<file path="src/rtl/prio_irq_pkg.sv">
`timescale 1ns/1ps
package prio_irq_pkg;
    localparam int NUM_FIXED   = 6;
    localparam int FIXED_SLOTS = 8;
    typedef logic [1:0] lvl_t;
    localparam lvl_t TOP_LVL = 2'd3;
endpackage

</file>
<file path="src/rtl/irq_pin_cond.sv">
`timescale 1ns/1ps
module irq_pin_cond (
    input  logic clk,
    input  logic rst_n,
    input  logic pin_n,
    input  logic edge_mode,
    input  logic clr,
    output logic req
);
    typedef struct packed {
        logic s1;
        logic s2;
        logic s3;
        logic hit;
    } cond_t;

    cond_t cur_q, nxt_d;

    always_comb begin
        nxt_d    = cur_q;
        nxt_d.s1 = pin_n;
        nxt_d.s2 = cur_q.s1;
        nxt_d.s3 = cur_q.s2;
        if (edge_mode && cur_q.s3 && !cur_q.s2) begin
            nxt_d.hit = 1'b1;
        end else if (clr) begin
            nxt_d.hit = 1'b0;
        end
    end

    always_ff @(posedge clk or negedge rst_n) begin
        if (!rst_n) begin
            cur_q <= '{s1: 1'b1, s2: 1'b1, s3: 1'b1, hit: 1'b0};
        end else begin
            cur_q <= nxt_d;
        end
    end

    assign req = edge_mode ? cur_q.hit : !cur_q.s2;

    // a set latch survives until the pin is served
    a_r7_latch_hold: assert property (@(posedge clk) disable iff (!rst_n)
        (edge_mode && cur_q.hit && !clr) |=> cur_q.hit);
endmodule

</file>
<file path="src/rtl/irq_arbiter.sv">
`timescale 1ns/1ps
module irq_arbiter
    import prio_irq_pkg::*;
#(
    parameter  int N_SRC = 16,
    localparam int IDX_W = $clog2(N_SRC)
) (
    input  logic [N_SRC-1:0]       pend,
    input  lvl_t [N_SRC-1:0]       lvl,
    input  lvl_t                   mask,
    output logic                   found,
    output logic [IDX_W-1:0]       win_idx,
    output lvl_t                   win_lvl
);
    always_comb begin
        found   = 1'b0;
        win_idx = '0;
        win_lvl = '0;
        for (int i = 0; i < N_SRC; i++) begin
            if (pend[i] && (lvl[i] >= mask) && (!found || (lvl[i] > win_lvl))) begin
                found   = 1'b1;
                win_idx = IDX_W'(i);
                win_lvl = lvl[i];
            end
        end
    end
endmodule

</file>
<file path="src/rtl/prio_irq_ctrl.sv">
`timescale 1ns/1ps
module prio_irq_ctrl
    import prio_irq_pkg::*;
#(
    parameter  int NUM_EXT  = 4,
    parameter  int NUM_INT  = 4,
    parameter  int ADDR_W   = 24,
    localparam int NUM_PROG = NUM_EXT + NUM_INT,
    localparam int N_SRC    = FIXED_SLOTS + NUM_PROG,
    localparam int IDX_W    = $clog2(N_SRC),
    localparam int SEL_W    = $clog2(NUM_PROG + 1)
) (
    input  logic                 clk,
    input  logic                 rst_n,
    input  logic [NUM_FIXED-1:0] fix_req,
    input  logic [NUM_EXT-1:0]   ext_pin_n,
    input  logic [NUM_INT-1:0]   int_req,
    input  logic                 wr_en,
    input  logic [SEL_W-1:0]     wr_idx,
    input  logic [1:0]           wr_prio,
    input  logic                 wr_trig,
    input  logic [ADDR_W-1:0]    vbase,
    input  logic [1:0]           core_mask,
    output logic                 irq_req,
    output logic [ADDR_W-1:0]    irq_vec,
    output logic [1:0]           irq_lvl,
    input  logic                 ack,
    output logic                 ack_vld,
    output logic [1:0]           ack_lvl
);
    typedef struct packed {
        logic [NUM_PROG-1:0][1:0] prio;
        logic [NUM_EXT-1:0]       trig;
        logic                     served;
        lvl_t                     served_lvl;
    } ctrl_t;

    ctrl_t st_q, st_d;

    logic [NUM_PROG-1:0] raw_req;
    logic [N_SRC-1:0]    pend;
    lvl_t [N_SRC-1:0]    lvl;
    logic                found;
    logic [IDX_W-1:0]    win_idx;
    lvl_t                win_lvl;
    logic [6:0]          slot7;
    logic                unused_base_low;

    // External pin conditioning
    for (genvar e = 0; e < NUM_EXT; e++) begin : g_pin
        logic clr_e;
        assign clr_e = ack && found && (win_idx == IDX_W'(FIXED_SLOTS + e));
        irq_pin_cond u_cond (
            .clk      (clk),
            .rst_n    (rst_n),
            .pin_n    (ext_pin_n[e]),
            .edge_mode(st_q.trig[e]),
            .clr      (clr_e),
            .req      (raw_req[e])
        );
    end

    assign raw_req[NUM_PROG-1:NUM_EXT] = int_req;

    // Slot table: fixed, reserved, programmable
    for (genvar s = 0; s < N_SRC; s++) begin : g_slot
        if (s < NUM_FIXED) begin : g_fix
            assign pend[s] = fix_req[s];
            assign lvl[s]  = TOP_LVL;
        end else if (s < FIXED_SLOTS) begin : g_rsv
            assign pend[s] = 1'b0;
            assign lvl[s]  = TOP_LVL;
        end else begin : g_prog
            assign pend[s] = raw_req[s-FIXED_SLOTS] && (st_q.prio[s-FIXED_SLOTS] != 2'b00);
            assign lvl[s]  = lvl_t'(st_q.prio[s-FIXED_SLOTS] - 2'd1);
        end
    end

    irq_arbiter #(.N_SRC(N_SRC)) u_arb (
        .pend   (pend),
        .lvl    (lvl),
        .mask   (core_mask),
        .found  (found),
        .win_idx(win_idx),
        .win_lvl(win_lvl)
    );

    always_comb begin
        st_d        = st_q;
        st_d.served = ack && found;
        if (ack && found) begin
            st_d.served_lvl = win_lvl;
        end
        for (int p = 0; p < NUM_PROG; p++) begin
            if (wr_en && (wr_idx == SEL_W'(p))) begin
                st_d.prio[p] = wr_prio;
            end
        end
        for (int e = 0; e < NUM_EXT; e++) begin
            if (wr_en && (wr_idx == SEL_W'(e))) begin
                st_d.trig[e] = wr_trig;
            end
        end
    end

    always_ff @(posedge clk or negedge rst_n) begin
        if (!rst_n) begin
            st_q <= '0;
        end else begin
            st_q <= st_d;
        end
    end

    assign slot7           = 7'(win_idx);
    assign irq_req         = found;
    assign irq_lvl         = win_lvl;
    assign irq_vec         = {vbase[ADDR_W-1:8], slot7, 1'b0};
    assign ack_vld         = st_q.served;
    assign ack_lvl         = st_q.served_lvl;
    assign unused_base_low = ^vbase[7:0];

    // nothing below the mask is ever presented
    a_r2_mask_respected: assert property (@(posedge clk) disable iff (!rst_n)
        irq_req |-> (irq_lvl >= core_mask));

    // the fixed slots always carry the top level
    a_r4_fixed_top: assert property (@(posedge clk) disable iff (!rst_n)
        (irq_req && (irq_vec[7:0] < 8'h0C)) |-> (irq_lvl == 2'd3));

    // programmable slots never reach level 3
    a_r1_prog_below_top: assert property (@(posedge clk) disable iff (!rst_n)
        (irq_req && (irq_vec[7:0] >= 8'h10)) |-> (irq_lvl != 2'd3));

    // an accepted request reports its level next cycle
    a_r8_served_level: assert property (@(posedge clk) disable iff (!rst_n)
        (ack && irq_req) |=> (ack_vld && (ack_lvl == $past(irq_lvl))));

    // no report without an accepted request
    a_r8_no_spurious: assert property (@(posedge clk) disable iff (!rst_n)
        !(ack && irq_req) |=> !ack_vld);
endmodule

</file>
<file path="config.mk">
export PLATFORM = sky130hd
export DESIGN_NAME = prio_irq_ctrl
export DESIGN_NICKNAME = d
export VERILOG_FILES = /design/src/rtl/prio_irq_pkg.sv /design/src/rtl/irq_pin_cond.sv /design/src/rtl/irq_arbiter.sv /design/src/rtl/prio_irq_ctrl.sv
export SDC_FILE = /design/constraint.sdc
export NUM_CORES = 1
export LEC_CHECK = 0
export CELL_PAD_IN_SITES_DETAIL_PLACEMENT = 0
export CELL_PAD_IN_SITES_GLOBAL_PLACEMENT = 1
export CORE_MARGIN = 8
export CORE_UTILIZATION = 40
export CTS_CLUSTER_SIZE = 30
export DETAILED_ROUTE_END_ITERATION = 10
export GPL_TIMING_DRIVEN = 0
export PLACE_DENSITY = 0.94
export SLEW_MARGIN = 5
export SYNTH_ARGS = -nofsm -noshare
export SYNTH_HDL_FRONTEND = slang
export SYNTH_SLANG_ARGS = --single-unit
</file>
<file path="constraint.sdc">
create_clock -name clk -period 45.4 [get_ports clk]
set_clock_uncertainty 0.2 [all_clocks]
set_input_delay 13.62 -clock clk [delete_from_list [all_inputs] [get_ports clk]]
set_output_delay 13.62 -clock clk [all_outputs]
set_load 0.01 [all_outputs]
</file>
==> results of run 1 <==
## worst max-delay path, delay by kind of cell
family / cells / cell delay, ns
adder cells (fa/ha/maj): 8 / 2.19
multiplexers: 1 / 0.39
AO/OA/AOI/OAI: 24 / 4.91
buffers and inverters: 4 / 1.11
AND/OR/NAND/NOR: 14 / 2.72
## placed cells by master (no fill, tap or decap), types with 2 or more instances in the layout
cell              n
a21oi_1          13
nand2b_1          8
nor3_1            2
o211ai_1          2
nand4b_1          2
o2111a_1          2
nand2_1          35
nand3_1           3
a21o_1            6
clkinvlp_4        2
or3_1             3
a211oi_1          3
or2_2             4
mux2_2           13
ha_1             39
o21ai_0          15
a31oi_1           3
inv_1            34
a21oi_2           2
nor3b_1           4
buf_4            22
and2_2            5
and2b_2           2
a21oi_4           2
nor2b_1           4
a2bb2oi_1         3
nor2_1           27
dfrtp_1          27
clkdlybuf4s50_1  51
conb_1            4
clkbuf_8          5
and2_1            3
a21o_2            3
or2_0             2
o31ai_1           5
dfstp_2          12
## cell type report
| class | instances | area [µm²] | share of cell area (%) |
|---|---|---|---|
| Buffer | 24 | 174 | 4.43 |
| Clock buffer | 5 | 68.8 | 1.75 |
| Clock inverter | 3 | 20.0 | 0.510 |
| Inverter | 35 | 131 | 3.35 |
| Multi-Input combinational cell | 247 | 1900 | 48.3 |
| Sequential cell | 39 | 991 | 25.2 |
| Tap cell | 102 | 128 | 3.25 |
| Timing Repair Buffer | 52 | 515 | 13.1 |
## metal layers
metal  part of all wire (%)  wire length [µm]
met5                      0                 0
met4                   0.98                72
met3                    4.4               322
met2                     47              3430
met1                     48              3530
## flip-flops by register name (all words and copies together), names as in the netlist
name and flops:
ack_lvl 2, g_pin.u_cond.cur_q 16, st_q 20, ack_vld 1
## through the flow
step	cell area (µm²)	instances	power (W)	setup WS (ns)
2_1_floorplan	3190	345	0.000132	8.72
3_3_place_gp	3840	499	0.000169	6.84
3_5_place_dp	3840	499	0.000173	6.63
4_1_cts	3930	507	0.000197	6.61
5_1_grt	3930	507	0.000214	5.60
6_report	3930	507	0.000195	6.58
## worst min path at each step
stage,start,endpoint,slack [ns],depth (start not counted)
2_1_floorplan,g_pin[0].u_cond.cur_q[3],g_pin[0].u_cond.cur_q[2],0.15,0
3_3_place_gp,g_pin[0].u_cond.cur_q[3],g_pin[0].u_cond.cur_q[2],0.15,0
3_5_place_dp,g_pin[3].u_cond.cur_q[3],g_pin[3].u_cond.cur_q[2],0.15,0
4_1_cts,g_pin[2].u_cond.cur_q[3],g_pin[2].u_cond.cur_q[2],0.16,0
5_1_grt,g_pin[2].u_cond.cur_q[3],g_pin[2].u_cond.cur_q[2],0.15,0
6_report,g_pin[2].u_cond.cur_q[3],g_pin[2].u_cond.cur_q[2],0.16,0
## power by group
group          total [W]  switching, W  internal, W  leakage [nW]
logic           0.000124     0.0000647    0.0000597          1.30
registers      0.0000480    0.00000546    0.0000425         0.441
clock network  0.0000225     0.0000118    0.0000107        0.0402
total           0.000195     0.0000820     0.000113          1.78
## cells by family after synthesis
group	count (synthesis)	synth area share, %
mux	15	5.39
simple gates	115	19.5
fa+ha+maj	39	15.3
flops	39	31.1
other cells	1	0.118
compound gates	74	18.9
buf+inv	59	9.59
==> flow_summary.yaml, run 1 <==
worst_setup_path:
  cpMaxStageDelayCell: "clkdlybuf4s50_1"
  start_kind: "primary input"
  r2r-start: "st_q[7]"
  rrSetupSlack_ns: 34.28
  endpoint_kind: "primary output"
  critPathCapture: "irq_vec[2]"
  cp_max_fo: 8
  cpPeakStageDelay_ns: 0.49
  worst_ep_required_time_ns: 31.58
  crit_top_cell: "ha_1"
  arrival_ns: 25.00
  critical_path_class: "primary input to primary output"
  r2r_end: "g_pin[0].u_cond.cur_q[0]"
  reg2regPathDepth: 49
  startpoint: "fix_req[1]"
place:
  portBuffers: 52
  gp_congestion: 0.866
  dp_hpwl_um: 6070
die:
  core-area_um2: 7730
  fp.dieH_um: 105
  fp.dieW_um: 105
  fp.dieArea_um2: 11100
  start_util_pct: 41.2
  num_rows: 32
  io_pins: 81
grt:
  grt_first_pass_wirelength_um: 12600
  grt_pass1_vias: 2656
  grtUsageMet3_pct: 2.15
  grt-busiest-layer: "met2"
  use_met2_pct: 22.8
  gr-total-overflow: 0
  grt.total_usage_pct: 13.5
  antenna_found_initial: 0
  grt_max_degree: 40
  use_met1_pct: 17.3
layout:
  fin_nets: 494
  antennaDiodeCount: 0
  syn_to_final_growth_pct: 23.3
  final_util_pct: 50.8
  drive_above_1_share_pct: 23.0
  nFillCells: 725
drt:
  routed_via_density: 4.97
  wl_per_cell_um: 14.5
  drc: 0
  wl_um: 7350
  drt_iter0_markers: 77
  vias: 2518
  firstDrtPassIters: 5
  ant_nets: 0
clock_tree:
  cts.path.max_buffers: 2
  cts_root_buffer: "clkbuf_8"
  cts_buffers: 5
  hold_buffers: 0
  post_cts_buffers: 0
  clk_latency_ns: 0.28
  cts-htree-levels: 2
  tritoncts: "done"
  cts.clk_slew.worst_paths_ns: 0.07
  post_cts_resized: 0
  cts_sinks: 39
synthesis:
  synth_edf_count: 0
  ys.flop_type: "dfrtp_1"
  syn_area_per_cell_um2: 9.31
  ys_top_cells_by_count: "ha_1, nand2_1, inv_1"
  synth-seq-area-share_pct: 31.1
  yosysWarnings: 0
  ys_ff_latch: 39
  yosysTopAreaCell: "dfrtp_1"
  async_flop_share_pct: 100
  synth_cell_types: 64
  yosysMostFrequentCell: "ha_1"
  netlist.area_leader.share_pct: 21.2
  yosys-top-cells-area: "dfrtp_1, ha_1, dfstp_2"
  postSynthCellCount: 342
  synth_area_um2: 3180
sta:
  fin_setup_tns_ns: 0
  slew_violations: 0
  grt_setup_unrepaired: "false"
  fmax_ghz: 0.0258
  slew_headroom_pct: 39.4
  hold_viol_final: 0
  fin_crit_ns: 38.82
  worst_pin_slew_ns: 0.900
  fin_crit_sh_pct: 85.5
  hold_ws_ns: 0.158
  setup_violations: 0
power_and_ir_drop:
  peakVddDrop_v: 0.0000245
  power_density_nw_per_um2: 49.6
  leakagePower_nw: 1.78
min_path:
  hold_class: "register to register"
job:
  drv_cap: 0
outcome:
  outcome: "completed"
Power figures use the tool's default switching activity.
==> run 2: changes to the inputs <==
--- a/config.mk
+++ b/config.mk
@@ -12,7 +12,7 @@
 export CTS_CLUSTER_SIZE = 30
 export DETAILED_ROUTE_END_ITERATION = 10
 export GPL_TIMING_DRIVEN = 0
-export PLACE_DENSITY = 0.94
+export PLACE_DENSITY = 0.91
 export SLEW_MARGIN = 5
 export SYNTH_ARGS = -nofsm -noshare
 export SYNTH_HDL_FRONTEND = slang
==> run 2 against run 1 <==
Compared with the run above: sequential power about the same; critical path depth unchanged; via count up 1.8%; total power up 3.8%; final area up 0.70%; cell count unchanged; largest cell class unchanged.
==> flow_summary.yaml, run 2 (synthesized netlist as in run 1, its figures left out) <==
clock_tree:
  cts-htree-levels: 2
  cts.path.max_buffers: 2
  clk_latency_ns: 0.29
  post_cts_resized: 0
  tritoncts: "done"
  hold_buffers: 0
  cts_buffers: 5
  post_cts_buffers: 0
  cts_sinks: 39
  cts_root_buffer: "clkbuf_8"
  cts.clk_slew.worst_paths_ns: 0.08
grt:
  grt_first_pass_wirelength_um: 12200
  grt.total_usage_pct: 13.2
  grt_pass1_vias: 2558
  gr-total-overflow: 0
  grt_max_degree: 40
  antenna_found_initial: 0
power_and_ir_drop:
  seqPwrFrac_pct: 23.7
  leakagePower_nw: 1.80
  p_sw_w: 0.0000831
  sw_frac_of_total_pct: 41.1
  power_w: 0.000202
  power_frac_clock_pct: 14.5
  p_comb_share_pct: 61.8
  peakVddDrop_v: 0.0000254
  power_density_nw_per_um2: 51.2
  power.internal_w: 0.000119
sta:
  slew_headroom_pct: 42.1
  fin_setup_tns_ns: 0
  grt_setup_unrepaired: "false"
  worst_pin_slew_ns: 0.860
  fmax_ghz: 0.0257
  fin_crit_ns: 38.90
  hold_viol_final: 0
  fin_crit_sh_pct: 85.7
  setup_violations: 0
  slew_violations: 0
worst_setup_path:
  cp_max_fo: 8
  cpMaxStageDelayCell: "clkdlybuf4s50_1"
  crit_top_cell: "ha_1"
  cpPeakStageDelay_ns: 0.58
  start_kind: "primary input"
  crit_family: "compound AO/OA/AOI/OAI gates"
  worst_ep_required_time_ns: 31.58
  startpoint: "fix_req[1]"
  endpoint_kind: "primary output"
  arrival_ns: 25.08
  critical_path_class: "primary input to primary output"
  crit_buf_inv: 4
  r2r-start: "st_q[7]"
  rrSetupSlack_ns: 34.17
drt:
  ant_nets: 0
  drc: 0
  wl_um: 7250
  firstDrtPassIters: 5
  wl_per_cell_um: 14.3
  routed_via_density: 5.06
  vias: 2563
  drt_iter0_markers: 144
die:
  io_pins: 81
  start_util_pct: 41.2
  fp.dieH_um: 105
  num_rows: 32
  fp.dieArea_um2: 11100
  core-area_um2: 7730
  fp.dieW_um: 105
layout:
  stdcell_area_um2: 3950
  ff_latch_area_um2: 991
  layout_commonest_cell: "clkdlybuf4s50_1"
  final_cell_mix: "clkdlybuf4s50_1, ha_1, nand2_1"
  nFillCells: 740
  fin_nets: 494
  multi_input_comb_area_um2: 1900
  antennaDiodeCount: 0
  regMostFlops: "st_q"
  syn_to_final_growth_pct: 24.2
  largest_register_ffs: 20
  drive_above_1_share_pct: 23.0
place:
  dpl-instance-area_um2: 3840
  gp_congestion: 0.850
  portBuffers: 52
  dp_hpwl_um: 6020
job:
  drv_cap: 0
min_path:
  hold_class: "register to register"
  hp-start: "g_pin[1].u_cond.cur_q[3]"
outcome:
  outcome: "completed"
[run 2: power groups by stage]
stage | Clock, W | Sequential [W] | Combinational [W]
5_1_grt | 0.0000318 | 0.0000490 | 0.000139
3_5_place_dp | 0 | 0.0000486 | 0.000124
2_1_floorplan | 0 | 0.0000467 | 0.0000852
6_report | 0.0000294 | 0.0000479 | 0.000125
3_3_place_gp | 0 | 0.0000481 | 0.000121
4_1_cts | 0.0000303 | 0.0000479 | 0.000125
[run 2: per-stage QoR]
step | hold WS, ns | utilization, % | instances | setup WS, ns
floorplan | 0.145 | - | 345 | 8.72
global placement | 0.145 | 49.7 | 499 | 6.83
detailed placement | 0.147 | 49.7 | 499 | 6.63
CTS | 0.159 | 51.2 | 507 | 6.60
global route | 0.163 | 51.2 | 507 | 5.65
finish | 0.157 | 51.2 | 507 | 6.50
[run 2: layer usage]
layer	vias up	global-route usage [%]	share of wire (%)
met3	7	2.83	5.5
li1	1297	-	-
met4	0	5.10	1.1
met2	73	21.3	47
met5	-	0	0
met1	1186	16.8	47
[run 2: area by class of cell]
| cell class | instances | share of cell area [%] |
|---|---|---|
| tap | 102 | 3.23 |
| timing repair buffer | 52 | 13.0 |
| buffer | 24 | 4.40 |
| clock inverter | 3 | 1.20 |
| inverter | 35 | 3.32 |
| sequential | 39 | 25.1 |
| multi-input combinational | 247 | 48.0 |
| clock buffer | 5 | 1.74 |
[run 2: path summary, 6_finish.rpt]
path                            depth (start not counted)                        to
worst max-delay path                                   51                irq_lvl[0]
min in group asynchronous                               1                ack_lvl[0]
max in group asynchronous                               1                   st_q[7]
worst min register to register                          0  g_pin[1].u_cond.cur_q[2]
worst min-delay path                                    0  g_pin[1].u_cond.cur_q[2]
worst max register to register                         49  g_pin[1].u_cond.cur_q[0]
